--- src/rtl/tstamp_pkg.sv ---
package tstamp_pkg;
   localparam int unsigned HOST_BYTE_W = 8;

   function automatic int unsigned idx_width(input int unsigned n);
      return (n < 2) ? 1 : $clog2(n);
   endfunction
endpackage

--- src/rtl/tstamp_counter.sv ---
module tstamp_counter #(
   parameter int unsigned CNT_W = 16
) (
   input  logic             clk,
   input  logic             rst_n,
   input  logic             bit_tick,
   input  logic             init_mode,
   output logic [CNT_W-1:0] count
);
   localparam logic [CNT_W-1:0] ONE = CNT_W'(1);

   always_ff @(posedge clk or negedge rst_n) begin
      if (!rst_n)         count <= '0;
      else if (init_mode) count <= '0;
      else if (bit_tick)  count <= count + ONE;
   end

   assert_tick_step_R2: assert property (@(posedge clk) disable iff (!rst_n)
      (!init_mode && bit_tick) |=> (count == CNT_W'($past(count) + ONE)));
   assert_idle_hold_R2: assert property (@(posedge clk) disable iff (!rst_n)
      (!init_mode && !bit_tick) |=> $stable(count));
   assert_init_zero_R4: assert property (@(posedge clk) disable iff (!rst_n)
      init_mode |=> (count == '0));
endmodule

--- src/rtl/tstamp_bank.sv ---
module tstamp_bank #(
   parameter int unsigned NUM_BUF = 5,
   parameter int unsigned CNT_W   = 16,
   parameter int unsigned IDX_W   = 3
) (
   input  logic                            clk,
   input  logic                            rst_n,
   input  logic                            cap_en,
   input  logic [IDX_W-1:0]                cap_idx,
   input  logic [CNT_W-1:0]                count,
   output logic [NUM_BUF-1:0][CNT_W-1:0]   stamps
);
   for (genvar i = 0; i < NUM_BUF; i++) begin : g_slot
      logic hit;
      assign hit = cap_en && (cap_idx == IDX_W'(i));

      // Stamp slots carry no reset: contents are undefined until first capture.
      always_ff @(posedge clk) begin
         if (hit) stamps[i] <= count;
      end

      assert_slot_capture_R1: assert property (@(posedge clk) disable iff (!rst_n)
         (cap_en && cap_idx == IDX_W'(i)) |=> (stamps[i] == $past(count)));
   end
endmodule

--- src/rtl/tstamp_readout.sv ---
module tstamp_readout #(
   parameter int unsigned NUM_BUF = 5,
   parameter int unsigned NUM_TX  = 3,
   parameter int unsigned BYTE_W  = 8,
   parameter int unsigned IDX_W   = 3
) (
   input  logic [NUM_BUF-1:0][2*BYTE_W-1:0] stamps,
   input  logic [NUM_TX-1:0]                tx_empty,
   input  logic [IDX_W-1:0]                 rd_idx,
   input  logic                             rd_hi,
   output logic [BYTE_W-1:0]                rd_data
);
   localparam int unsigned STAMP_W = 2 * BYTE_W;

   logic [NUM_BUF-1:0] visible;
   logic [STAMP_W-1:0] sel;
   logic               sel_ok;

   for (genvar i = 0; i < NUM_BUF; i++) begin : g_vis
      if (i < NUM_TX) begin : g_tx
         assign visible[i] = tx_empty[i];
      end else begin : g_rx
         assign visible[i] = 1'b1;
      end
   end

   always_comb begin
      sel    = '0;
      sel_ok = 1'b0;
      for (int i = 0; i < NUM_BUF; i++) begin
         if (rd_idx == IDX_W'(i)) begin
            sel    = stamps[i];
            sel_ok = visible[i];
         end
      end
   end

   assign rd_data = !sel_ok ? '0 :
                    rd_hi   ? sel[STAMP_W-1 -: BYTE_W] : sel[BYTE_W-1:0];
endmodule

--- src/rtl/can_tstamp_unit.sv ---
module can_tstamp_unit #(
   parameter int unsigned NUM_BUF = 5,
   parameter int unsigned NUM_TX  = 3,
   parameter int unsigned BYTE_W  = tstamp_pkg::HOST_BYTE_W,
   parameter int unsigned IDX_W   = tstamp_pkg::idx_width(NUM_BUF)
) (
   input  logic              clk,
   input  logic              rst_n,
   input  logic              bit_tick,
   input  logic              init_mode,
   input  logic              ts_en,
   input  logic              eof_valid,
   input  logic [IDX_W-1:0]  act_idx,
   input  logic [NUM_TX-1:0] tx_empty,
   input  logic [IDX_W-1:0]  rd_idx,
   input  logic              rd_hi,
   output logic [BYTE_W-1:0] rd_data
);
   localparam int unsigned STAMP_W = 2 * BYTE_W;

   if (NUM_TX < 1 || NUM_TX > NUM_BUF) begin : g_bad_tx
      $error("NUM_TX must lie in 1..NUM_BUF");
   end
   if ((1 << IDX_W) < NUM_BUF) begin : g_bad_idx
      $error("IDX_W too narrow for NUM_BUF");
   end

   logic [STAMP_W-1:0]              count;
   logic [NUM_BUF-1:0][STAMP_W-1:0] stamps;
   logic                            cap_en;

   assign cap_en = ts_en && eof_valid;

   tstamp_counter #(.CNT_W(STAMP_W)) u_cnt (
      .clk(clk), .rst_n(rst_n), .bit_tick(bit_tick),
      .init_mode(init_mode), .count(count));

   tstamp_bank #(.NUM_BUF(NUM_BUF), .CNT_W(STAMP_W), .IDX_W(IDX_W)) u_bank (
      .clk(clk), .rst_n(rst_n), .cap_en(cap_en), .cap_idx(act_idx),
      .count(count), .stamps(stamps));

   tstamp_readout #(.NUM_BUF(NUM_BUF), .NUM_TX(NUM_TX), .BYTE_W(BYTE_W),
                    .IDX_W(IDX_W)) u_rd (
      .stamps(stamps), .tx_empty(tx_empty), .rd_idx(rd_idx),
      .rd_hi(rd_hi), .rd_data(rd_data));

   always_comb begin
      if (rst_n) begin
         for (int i = 0; i < NUM_TX; i++) begin
            if (rd_idx == IDX_W'(i) && !tx_empty[i])
               assert_tx_hidden_R8: assert (rd_data == '0);
         end
         if (int'(rd_idx) >= NUM_BUF)
            assert_unmapped_read_R9: assert (rd_data == '0);
      end
   end
endmodule

--- config.mk ---
export PLATFORM = sky130hd
export DESIGN_NAME = can_tstamp_unit
export DESIGN_NICKNAME = d
export VERILOG_FILES = /design/src/rtl/tstamp_pkg.sv /design/src/rtl/tstamp_counter.sv /design/src/rtl/tstamp_bank.sv /design/src/rtl/tstamp_readout.sv /design/src/rtl/can_tstamp_unit.sv
export SDC_FILE = /design/constraint.sdc
export NUM_CORES = 1
export LEC_CHECK = 0
export BUFFER_PORTS_ARGS = -buffer_cell sky130_fd_sc_hd__buf_2
export CAP_MARGIN = 20
export CORE_MARGIN = 1.5
export CORE_UTILIZATION = 25
export DETAILED_ROUTE_END_ITERATION = 8
export PLACE_DENSITY = 0.45
export SETUP_SLACK_MARGIN = 0.05
export SLEW_MARGIN = 20
export SYNTH_ARGS = -nofsm -noshare
export SYNTH_HDL_FRONTEND = slang
export SYNTH_SLANG_ARGS = --single-unit
--- constraint.sdc ---
create_clock -name clk -period 2.25 [get_ports clk]
set_clock_uncertainty 0.1 [all_clocks]
set_input_delay 0.45 -clock clk [delete_from_list [all_inputs] [get_ports clk]]
set_output_delay 0.45 -clock clk [all_outputs]
set_load 0.02 [all_outputs]
Yosys cells after proc, flatten, opt, wreduce, memory -nomap -nowiden. Index checks and enable logic that the tools add are counted.

Output and inout port bits: 8. Bits of input ports: 16. Logic and storage cells: 38. Flip-flop bits (word level): 96.

Reduce and logical (&&, ||, !) cells: 9. $add $sub $neg: 1. Mux-type cells: 14. Eq/ne operators: 8.

Operators by type and width (number): 16-bit 2-to-1 mux (7); 16-bit by 1-bit adder with 16-bit output, second input constant (1); 8-bit 2-to-1 mux (2); 3-bit by 2-bit == test with 1-bit output, second input constant (4); 3-bit by 1-bit == test with 1-bit output, second input constant (2); 3-bit == test, second input constant (2); 1-bit logical AND (6); 3-bit logical NOT (2); 1-bit 2-to-1 mux (5); 2-bit nonzero test (1).

Longest topological paths before layout.
Depth after elaboration: 8. Depth in mapped cells: 6. Depth with buffers taken out: 4.

By module. Synthesis repeated with hierarchy kept, for this count alone.

Cell total of the unflattened synthesis: 263. Area total of the unflattened synthesis: 4132.7 um^2.

By module, submodules not included: tstamp_bank (instances 1, area each 2466.1 um^2, sequential area each 2402.3 um^2, cells each 85); tstamp_counter (instances 1, area each 872.1 um^2, sequential area each 400.4 um^2, cells each 82); tstamp_readout (instances 1, area each 788.3 um^2, sequential area each 0.0 um^2, cells each 95); can_tstamp_unit (instances 1, area each 6.3 um^2, sequential area each 0.0 um^2, cells each 1).

Least setup slack after synthesis. OpenSTA, ideal clock, no wires.

Kind: input -> register. Start: in ts_en. End: reg u_bank.stamps[64] (netlist name) (enable). Buffers on the path: 0. Path slack: -0.627 ns. Required time: 1.713 ns. Cell stages on the path: 2. Library setup time: 0.437 ns. Arrival: 2.341 ns. Cells stage by stage: nand2_1 -> nor4b_1.

Word-level cells in the longest chain between the ends: 2.

Ends and longest elaborated chain: start, declared (line can_tstamp_unit.sv:11) `input logic ts_en,`; 1-bit logical AND (line can_tstamp_unit.sv:32) `assign cap_en = ts_en && eof_valid;`; 1-bit logical AND (line tstamp_bank.sv:15) `assign hit = cap_en && (cap_idx == IDX_W'(i));`; net u_bank.g_slot[4].hit (line tstamp_bank.sv:14) `logic hit;`; end signal, assigned by index (line tstamp_bank.sv:19) `if (hit) stamps[i] <= count;`; end, declared (line tstamp_bank.sv:11) `output logic [NUM_BUF-1:0][CNT_W-1:0] stamps`.

The timed path passes the listed nets, and every way through them passes these cells. A chain may end at the register's enable or synchronous reset.

Final worst setup path.
Start: reg u_bank.stamps[11] (netlist name). End: out rd_data[3].

Word-level cells in the longest chain between the ends: 7.

Ends and longest elaborated chain: 16-bit 2-to-1 mux (5 in a row) (line tstamp_readout.sv:31) `if (rd_idx == IDX_W'(i)) begin`; 8-bit 2-to-1 mux (line tstamp_readout.sv:39) `rd_hi ? sel[STAMP_W-1 -: BYTE_W] : sel[BYTE_W-1:0];`; 8-bit 2-to-1 mux (line tstamp_readout.sv:38) `assign rd_data = !sel_ok ? '0 :`; end, declared (line can_tstamp_unit.sv:17) `output logic [BYTE_W-1:0] rd_data`.

Every way passes these cells.

==> metrics <==
R2R depth 4; synthesized area 4030 um^2; pre-CTS setup slack -0.207 ns; drt drc 0; Synth area leaders edfxtp_1 60%, dfrtp_1 9.9%, mux4_2 5.0%, mux2i_1 4.0%, xor2_1 2.0%; share of layout cells above drive strength 1 32.8%; final net count 332; global-route wire length before repair 14500 um; initial antenna violation count 0; Final Hold Vio Count 0; Clock power frac 41.2%; postcts setup bufs 0; CTS tree built; worst vdd ir 290 uV; Synth Flop Type edfxtp_1; DRT Wirelength 9300 um; total die area 16900 um^2; Gate power share 6.8%; hold_sp bit_tick; RSZ-0062 raised after global routing yes; CP Cell Sequence mux4_2 > or2_4 > o311ai_2 > o22ai_1 > buf_4; clk slew on worst S/H paths 0.07 ns; Die Span X 130 um; Overall Global Routing Usage 11.7%; post-synth top area cell edfxtp_1; TritonCTS buffer count 9; crit path launch u_bank.stamps[11]; top cell type's share of synthesized area 59.6%; most common cell after layout, fill and taps aside edfxtp_1; CTS root buf clkbuf_16; Yosys cell types 48; Max-Cap Viols 0; number of synthesized flops with an enable pin 80; htree depth 3; Sw Pwr 0.000772 W; worst hold path class in -> reg; Core Footprint 15800 um^2; clk_lat worst skew 0.34 ns; routed vias/inst 4.46; DPL Wire Length 6320 um; # setup viols final 4; Async SR Flop Fraction 16.7%; antenna cells 0; global route overflow 0; hold path depth 3; Area Growth Syn to Fin 27.3%; minimum clock period 2.32 ns; Final Cycle Share 103%; Critical Path Sink Type output port; Startpoint Class flop; leakage power 1.94 nW; most frequent cells in the layout 80 x edfxtp_1, 33 x buf_4, 17 x nor2_1, 16 x dfrtp_1, 15 x mux2i_1; fin cells 536; worst reg2reg startpoint u_cnt.count[3]; Final Worst Setup Slack -0.0749 ns; Int Pwr 0.00296 W; Routed Antenna Nets 0; routability cong. 0.761; CP max stage cell mux4_2; CP max stage delay 0.45 ns; routed via count 2392; status finished with violations; CTS max path bufs 2; Ports 24; Sequential Power Share 52.0%; switching part of the total 20.7%; Mapped Cells 259; violated checks negative setup slack; CTS sink count 96; placed insts 519; vias in the first global route 2485; largest net degree at the start of global routing 18; row count 46; CP required 1.70 ns; port bufs 23; Initial DRT Pass Iterations 4; kind of critical path reg -> out; Post-Syn Nets 276; flops & latches, synth 96; synth warn 0; worst rel slew slack 70.1%; DR WL/cell 17.4 um; Max Slew Vio Count 0; Initial Utilization 25.5%; critical path data arrival time 1.77 ns; fmax 430 MHz; die height 130 um; Final Core Density 32.4%; Power Density 726 nW/um^2; share of synthesized area occupied by flip-flops and latches 69.5%; Worst-Margin Slew 0.448 ns; CP max FO 1; DR iter-0 viols 165; Post-Syn Area per Cell 15.6 um^2
per-stage QoR:
stage          total power, W  setup TNS (ns)  hold slack [ns]  area, um^2
2_1_floorplan         0.00209          -34.40           0.0544        4050
3_3_place_gp          0.00220           -1.13            0.307        4680
3_5_place_dp          0.00220           -1.12            0.313        4680
4_1_cts               0.00375          -0.349            0.362        5080
5_1_grt               0.00384          -0.461            0.398        5130
6_report              0.00373          -0.261            0.367        5130
metal layers:
metal,vias up,share of wire [%],global-route usage (%)
met2,27,49,19.1
met5,-,0,0
met1,1223,47,15.5
met3,15,1.9,1.76
li1,1127,-,-
met4,0,2.0,5.23
final cells by class:
type                    instances  area (um^2)
well taps                     216          270
inverters                       7         26.3
multi-input cells             144         1270
repair buffers                 57          465
clock buffers                  12          256
flip-flops and latches         96         2800
clock inverters                 4         43.8
fillers                      1554        10700
power groups by stage:
stage | logic (W) | registers (W) | clock network, W
3_5_place_dp | 0.000229 | 0.00198 | 0
3_3_place_gp | 0.000227 | 0.00198 | 0
4_1_cts | 0.000249 | 0.00194 | 0.00157
2_1_floorplan | 0.000121 | 0.00197 | 0
6_report | 0.000255 | 0.00194 | 0.00154
5_1_grt | 0.000277 | 0.00194 | 0.00162
Yosys cell counts (3+ instances only):
cell type and number:
or2_2 4, o22ai_1 4, nand4_1 7, inv_1 6, nor2b_1 5, a21oi_1 9
mux4_2 9, mux2_2 3, nand2_1 9, mux2i_1 16, nand3_1 3, nor4b_1 3
edfxtp_1 80, o21ai_0 6, xor2_1 9, dfrtp_1 16, o32a_1 3, buf_2 8
nor2_1 18, and3_1 4
path summary, 6_finish.rpt:
kind                                      to  slack [ns]
max                               rd_data[3]       -0.07
min                           u_cnt.count[0]        0.37
max reg2reg                  u_cnt.count[15]        0.28
min in group asynchronous     u_cnt.count[1]        0.47
max in group asynchronous    u_cnt.count[14]        1.29
min reg2reg                u_bank.stamps[11]        0.52
critical path: cells and delay by family (launching register included):
kind                   cells  cell delay, ns
muxes                      1            0.45
DFF                        1            0.37
and+or+nand+nor            1            0.24
AOI/OAI and AO/OA          2            0.19
buffers and inverters      1            0.17
sequential cells by signal, indices dropped and copies added, names as in the netlist:
signal         count
u_bank.stamps     80
u_cnt.count       16
logic make-up (layout without fill, tap and decap cells):
logic type               after synthesis  in the layout  synth area share (%)
multiplexers                          28             28                  9.83
flip-flops                            96             96                  69.5
XOR/XNOR                              11             11                  2.39
buffers and inverters                 19             80                  2.20
AND/OR/NAND/NOR                       68             68                  9.30
adder cells (fa/ha/maj)                1              1                 0.310
AO/OA/AOI/OAI                         36             36                  6.48
repair_timing:
action / CTS / global route
cloned: 0 / 0
hold buffers: 1 / 0
endpoints found under the setup margin: 8 / 8
pin swaps: 4 / 3
endpoints found under the hold margin: 16 / 0
gates resized for setup: 25 / 11
No activity file was read; power rests on OpenSTA's default activity.
